File: config.mk
export PLATFORM = sky130hd
export DESIGN_NAME = dbg_match_seq
export DESIGN_NICKNAME = d
export VERILOG_FILES = /design/src/rtl/dbgseq_pkg.sv /design/src/rtl/seq_ctl_regs.sv /design/src/rtl/seq_route.sv /design/src/rtl/dbg_match_seq.sv
export SDC_FILE = /design/constraint.sdc
export NUM_CORES = 1
export LEC_CHECK = 0
export ABC_CLOCK_PERIOD_IN_PS = 6530
export BUFFER_PORTS_ARGS = -buffer_cell sky130_fd_sc_hd__buf_2
export CAP_MARGIN = 40
export CORE_UTILIZATION = 35
export DETAILED_ROUTE_END_ITERATION = 6
export MAX_ROUTING_LAYER = met4
export PLACE_DENSITY = 0.59
export SLEW_MARGIN = 20
export SYNTH_ARGS = -nofsm -noshare
export SYNTH_HDL_FRONTEND = slang
export SYNTH_SLANG_ARGS = --single-unit
export TNS_END_PERCENT = 100
File: constraint.sdc
create_clock -name clk -period 6.53 [get_ports clk]
set_input_delay 0.653 -clock clk [delete_from_list [all_inputs] [get_ports clk]]
set_output_delay 0.653 -clock clk [all_outputs]
set_load 0.01 [all_outputs]
File: src/rtl/dbgseq_pkg.sv
package dbgseq_pkg;

    localparam int NUM_CH  = 3;
    localparam int CODE_W  = 4;
    localparam int NUM_FLD = 3;
    localparam int SEL_W   = $clog2(NUM_FLD + 1);

    typedef enum logic [1:0] {
        ST_ONE   = 2'd0,
        ST_TWO   = 2'd1,
        ST_THREE = 2'd2,
        ST_FIN   = 2'd3
    } seq_state_e;

    typedef enum logic [1:0] {
        ACT_NONE = 2'd0,
        ACT_A    = 2'd1,
        ACT_B    = 2'd2,
        ACT_FIN  = 2'd3
    } act_e;

    typedef act_e [NUM_CH-1:0] act_vec_t;

    // Per-channel action for one control code; shared by all working states.
    function automatic act_vec_t code_lookup(input logic [CODE_W-1:0] code);
        act_vec_t a;
        for (int c = 0; c < NUM_CH; c++) a[c] = ACT_NONE;
        case (code)
            4'b0001: a[0] = ACT_A;
            4'b0010: a[1] = ACT_A;
            4'b0011: a[2] = ACT_A;
            4'b0100: a[0] = ACT_B;
            4'b0101: a[1] = ACT_B;
            4'b0110: begin a[0] = ACT_A;   a[1] = ACT_B; end
            4'b0111: begin a[0] = ACT_A;   a[2] = ACT_B; end
            4'b1000: begin a[0] = ACT_A;   a[1] = ACT_A; end
            4'b1001: begin a[0] = ACT_FIN; a[1] = ACT_B; end
            4'b1101: begin a[0] = ACT_FIN; a[2] = ACT_FIN; a[1] = ACT_A; end
            4'b1111: for (int c = 0; c < NUM_CH; c++) a[c] = ACT_FIN;
            default: ;
        endcase
        return a;
    endfunction

    // Resolves an action into a concrete state for the current working state.
    function automatic seq_state_e slot_target(input seq_state_e cur, input act_e act);
        seq_state_e t;
        t = cur;
        if (act == ACT_FIN) begin
            t = ST_FIN;
        end else if (act != ACT_NONE) begin
            case (cur)
                ST_ONE:   t = (act == ACT_A) ? ST_TWO   : ST_THREE;
                ST_TWO:   t = (act == ACT_A) ? ST_THREE : ST_ONE;
                ST_THREE: t = (act == ACT_A) ? ST_ONE   : ST_TWO;
                default:  t = ST_FIN;
            endcase
        end
        return t;
    endfunction

endpackage

File: src/rtl/seq_ctl_regs.sv
module seq_ctl_regs
    import dbgseq_pkg::*;
#(
    parameter logic [CODE_W-1:0] RST_CODE = '0
) (
    input  logic                             clk,
    input  logic                             rst_n,
    input  logic                             arm,
    input  logic                             wr_en,
    input  logic [SEL_W-1:0]                 wr_sel,
    input  logic [CODE_W-1:0]                wr_data,
    output logic [NUM_FLD-1:0][CODE_W-1:0]   fld_o
);

    typedef struct packed {
        logic [NUM_FLD-1:0][CODE_W-1:0] fld;
    } ctl_t;

    ctl_t ctl_d, ctl_q;
    logic wr_ok;

    always_comb begin
        ctl_d = ctl_q;
        wr_ok = wr_en && !arm;
        for (int f = 0; f < NUM_FLD; f++) begin
            if (wr_ok && (wr_sel == SEL_W'(f))) ctl_d.fld[f] = wr_data;
        end
    end

    always_ff @(posedge clk or negedge rst_n) begin
        if (!rst_n) ctl_q.fld <= {NUM_FLD{RST_CODE}};
        else        ctl_q     <= ctl_d;
    end

    assign fld_o = ctl_q.fld;

    // codes are frozen while armed
    p_wr_locked_r8: assert property (@(posedge clk) disable iff (!rst_n)
        arm |=> $stable(fld_o));

    // an out-of-range select loads nothing
    p_sel_void_r8: assert property (@(posedge clk) disable iff (!rst_n)
        (wr_sel >= SEL_W'(NUM_FLD)) |=> $stable(fld_o));

endmodule

File: src/rtl/seq_route.sv
module seq_route
    import dbgseq_pkg::*;
(
    input  seq_state_e          cur_i,
    input  logic [CODE_W-1:0]   code_i,
    input  logic [NUM_CH-1:0]   hit_i,
    output seq_state_e          nxt_o,
    output logic                move_o
);

    act_vec_t            acts;
    logic [NUM_CH-1:0]   fin_hit;
    logic [NUM_CH-1:0]   mv_hit;
    seq_state_e          tgt [NUM_CH];

    assign acts = code_lookup(code_i);

    generate
        for (genvar c = 0; c < NUM_CH; c++) begin : g_ch
            assign fin_hit[c] = hit_i[c] && (acts[c] == ACT_FIN);
            assign mv_hit[c]  = hit_i[c] && (acts[c] != ACT_NONE);
            assign tgt[c]     = slot_target(cur_i, acts[c]);
        end
    endgenerate

    // Final first, then the lowest-numbered named channel.
    always_comb begin
        nxt_o  = cur_i;
        move_o = 1'b0;
        if (|fin_hit) begin
            nxt_o  = ST_FIN;
            move_o = 1'b1;
        end else begin
            for (int c = NUM_CH - 1; c >= 0; c--) begin
                if (mv_hit[c]) begin
                    nxt_o  = tgt[c];
                    move_o = 1'b1;
                end
            end
        end
    end

endmodule

File: src/rtl/dbg_match_seq.sv
module dbg_match_seq
    import dbgseq_pkg::*;
#(
    parameter logic [CODE_W-1:0] RST_CODE = '0
) (
    input  logic        clk,
    input  logic        rst_n,
    input  logic        arm_i,
    input  logic [2:0]  cmp_en_i,
    input  logic [2:0]  match_i,
    input  logic        wr_en_i,
    input  logic [1:0]  wr_sel_i,
    input  logic [3:0]  wr_data_i,
    output logic [1:0]  state_o,
    output logic        final_pulse_o
);

    typedef struct packed {
        seq_state_e st;
        logic       pulse;
    } seq_t;

    seq_t                            seq_d, seq_q;
    logic [NUM_FLD-1:0][CODE_W-1:0]  fld;
    logic [CODE_W-1:0]               cur_code;
    logic [NUM_CH-1:0]               hits;
    seq_state_e                      route_nxt;
    logic                            route_move;

    assign hits = match_i & cmp_en_i;

    seq_ctl_regs #(.RST_CODE(RST_CODE)) i_regs (
        .clk     (clk),
        .rst_n   (rst_n),
        .arm     (arm_i),
        .wr_en   (wr_en_i),
        .wr_sel  (wr_sel_i),
        .wr_data (wr_data_i),
        .fld_o   (fld)
    );

    always_comb begin
        case (seq_q.st)
            ST_ONE:   cur_code = fld[0];
            ST_TWO:   cur_code = fld[1];
            ST_THREE: cur_code = fld[2];
            default:  cur_code = '0;
        endcase
    end

    seq_route i_route (
        .cur_i  (seq_q.st),
        .code_i (cur_code),
        .hit_i  (hits),
        .nxt_o  (route_nxt),
        .move_o (route_move)
    );

    always_comb begin
        seq_d       = seq_q;
        seq_d.pulse = 1'b0;
        if (!arm_i) begin
            seq_d.st = ST_ONE;
        end else if (seq_q.st != ST_FIN && route_move) begin
            seq_d.st    = route_nxt;
            seq_d.pulse = (route_nxt == ST_FIN);
        end
    end

    always_ff @(posedge clk or negedge rst_n) begin
        if (!rst_n) seq_q <= '{st: ST_ONE, pulse: 1'b0};
        else        seq_q <= seq_d;
    end

    assign state_o       = seq_q.st;
    assign final_pulse_o = seq_q.pulse;

    p_disarm_home_r9: assert property (@(posedge clk) disable iff (!rst_n)
        !arm_i |=> (state_o == ST_ONE));

    p_fin_hold_r10: assert property (@(posedge clk) disable iff (!rst_n)
        (arm_i && state_o == ST_FIN) |=> (state_o == ST_FIN));

    p_pulse_entry_r11: assert property (@(posedge clk) disable iff (!rst_n)
        final_pulse_o |-> (state_o == ST_FIN && $past(state_o) != ST_FIN));

    p_pulse_single_r11: assert property (@(posedge clk) disable iff (!rst_n)
        final_pulse_o |=> !final_pulse_o);

    p_quiet_hold_r7: assert property (@(posedge clk) disable iff (!rst_n)
        (arm_i && (match_i & cmp_en_i) == 3'b000) |=> $stable(state_o));

endmodule

==> results.toml <==
[global_routing]
grt_max_degree = 27
grt-ovfl-total = 0
track_usage_pct = 18.2
antenna_found_initial = 0
grt_pass1_vias = 1193
grt_pass1_wl_um = 5630

[sta]
hold_viol_final = 0
min_period_ns = 2.82
setup-violations-final = 0
period_share_pct = 43.2
slew_headroom_pct = 46.8
tightest_slew_ns = 0.798
fin_tns_setup_ns = 0
max_freq_mhz = 355
final_max_slew_viol_count = 0
finalClockSkew_ns = 0.00546
rsz0062_at_grt = "false"

[drt]
wl_per_cell_um = 16.4
firstDrtPassIters = 4
drt-initial-drc-count = 60
wl_met2_um = 1600
drt_wl_total_um = 3360
vias = 1255
via_per_inst = 6.12
topRoutingLayerUsed = "met4"
m1WireLength_um = 1510
postRouteAntennaNets = 0
routed-wl-met3_um = 159
drc_errors = 0

[floorplanning]
std_cell_rows = 21
coreArea_sq_mm = 0.00347
initial_core_util_pct = 37.7
io_pins = 19
dieArea_sq_mm = 0.00398
die_w_um = 63.1
die-height_um = 63.1

[critical_path]
cp-end-kind = "flip-flop"
crit-reg2reg-launch = "state_o[0]"
criticalPathCategory = "reg2reg"
start_kind = "flip-flop"
setup.worst_path.end = "final_pulse_o"
crit_fanout = 25
cp-startpoint = "state_o[0]"
ff2ff_path_depth = 8
worstPathRequired_ns = 6.67
worstPathArrival_ns = 2.96
r2r-end = "final_pulse_o"
r2r_setup_slack_ns = 3.71

[synthesis]
synth_cells = 141
ys_types = 58
ys.flop_type = "dfrtp_1"
ys_ff_latch = 15
yosys_warnings = 0
syn_nets = 157
syn_avg_cell_area_sq_um = 9.27
synth_seq_area_share_pct = 28.7
synth_area_sq_mm = 0.00131
synth-edff-count = 0
async_flop_share_pct = 100

[job]
cap_viol_max_count = 0

[placed_design]
port_buffers = 18
dp_hpwl_um = 2410
place_congestion = 0.915
dpl.cell_count = 199
dpl_cell_area_sq_mm = 0.00142

[power_and_ir_drop]
p_per_area_mw_per_mm2 = 431
p_total_mw = 0.643
p_leak_nw = 0.576
peakVddDrop_uv = 221

[hold_path]
hold_path_class = "in2async"

[clock_tree]
cts_resized = 0
postCtsSetupBuffers = 0
clkTransAtPathRegs_ns = 0.06
h-tree-depth = 1
clk_latency_ns = 0.25
clock-sinks = 15
cts_tree = "built"
clockBufferDepth = 2
cts_made_buffers = 3
hold_buffers = 0
cts_root_buf = "clkbuf_8"

[final_layout]
area_delta_synth_final_pct = 14.1
drive_gt1_share_pct = 28.9
nFillCells = 339
num_antenna_cells = 0
nNetsFinal = 176
final_cell_area_sq_mm = 0.00149
fin_cells = 205

[outcome]
run_status = "complete, no violations"
power breakdown:
| part | total [mW] | switching [mW] | internal, mW |
|---|---|---|---|
| clock network | 0.0743 | 0.0312 | 0.0431 |
| logic | 0.429 | 0.260 | 0.170 |
| registers | 0.139 | 0.0247 | 0.115 |
cell type report:
| class | count | area (sq um) | area share, % |
|---|---|---|---|
| multi-input cells | 113 | 861 | 57.7 |
| flip-flops and latches | 15 | 375 | 25.2 |
| repair buffers | 23 | 138 | 9.23 |
| well taps | 46 | 57.6 | 3.86 |
| clock buffers | 4 | 45.0 | 3.02 |
| inverters | 4 | 15.0 | 1.01 |
logic make-up after synthesis:
| family | Yosys count | synth area share [%] |
|---|---|---|
| adders and majority gates | 1 | 0.766 |
| buffers and inverters | 13 | 5.45 |
| DFF | 15 | 28.7 |
| muxes | 16 | 13.4 |
| AOI/OAI and AO/OA | 54 | 32.7 |
| xor gates and xnor gates | 1 | 0.670 |
| and+or+nand+nor | 41 | 18.3 |
synth_stat cells (2+ instances only):
| cell | count | area share, % |
|---|---|---|
| dfrtp_1 | 15 | 29 |
| nand2_1 | 14 | 4.0 |
| a21oi_1 | 9 | 3.4 |
| mux2_2 | 9 | 7.8 |
| o21ai_0 | 8 | 3.1 |
| mux2i_1 | 6 | 4.6 |
| nand3_1 | 6 | 2.3 |
| inv_1 | 4 | 1.1 |
| o211ai_1 | 4 | 2.3 |
| a31oi_1 | 3 | 1.4 |
| buf_2 | 3 | 1.1 |
| buf_4 | 3 | 1.7 |
| nor2_1 | 3 | 0.86 |
| a221o_1 | 2 | 1.5 |
| a2bb2oi_2 | 2 | 2.3 |
| nand4_1 | 2 | 0.96 |
| nor3_1 | 2 | 0.77 |
| nor4b_1 | 2 | 1.3 |
| nor4bb_1 | 2 | 1.5 |
| o21a_1 | 2 | 1.1 |
| o21ai_2 | 2 | 1.3 |
| o32a_1 | 2 | 1.5 |
metal layers:
metal  up-vias  track usage (%)
met1       601             23.8
met5         -                -
met4         0             9.30
met3        11             2.17
met2        43             27.7
li1        600                -
worst max-delay path, cell delays in order (launching register included):
cell and delay (ns):
dfrtp_1 0.40, buf_8 0.18, mux2i_1 0.15, o2bb2ai_1 0.66, nand3_1 0.26, a21oi_1 0.32, o311ai_0 0.19, a32o_2 0.28
a2111oi_2 0.26
registers in the layout (all words and copies together), names as in the netlist:
register,flops
final_pulse_o,1
state_o,2
i_regs.fld_o,12
worst min-delay path by stage:
stage | slack [ns] | cells after the start | start | endpoint
after global placement | 0.53 | 1 | i_regs.fld_o[5] | i_regs.fld_o[5]
after CTS | 0.31 | 1 | rst_n | final_pulse_o
after floorplan | 0.36 | 0 | rst_n | final_pulse_o
after detailed placement | 0.54 | 1 | i_regs.fld_o[5] | i_regs.fld_o[5]
final | 0.30 | 1 | rst_n | final_pulse_o
after global routing | 0.32 | 1 | rst_n | final_pulse_o
through the flow:
stage | utilization [%] | hold slack (ns) | setup WS, ns
6_report | 43.0 | 0.295 | 3.71
5_1_grt | 43.0 | 0.323 | 3.49
4_1_cts | 42.1 | 0.305 | 3.36
3_5_place_dp | 40.8 | 0.542 | 3.37
3_3_place_gp | 40.5 | 0.531 | 3.39
2_1_floorplan | - | 0.357 | 4.29
cells in the final DEF, fill, tap and decap left out, types with 2 or more instances in the layout:
master     Yosys  layout
a31oi_1        3       3
mux2i_1        6       6
o21a_1         2       2
buf_2          3      20
nand2_1       14      14
dfrtp_1       15      15
nor4b_1        2       2
nand3_1        6       6
inv_1          4       4
a2bb2oi_2      2       2
o211ai_1       4       4
o21ai_0        8       8
nor2_1         3       3
nor3_1         2       2
clkbuf_8       0       3
a221o_1        2       2
nor4bb_1       2       2
mux2_2         9       9
buf_8          0       2
o32a_1         2       2
nand4_1        2       2
a21oi_1        9       9
o21ai_2        2       2
No activity file was read; power rests on OpenSTA's default activity.
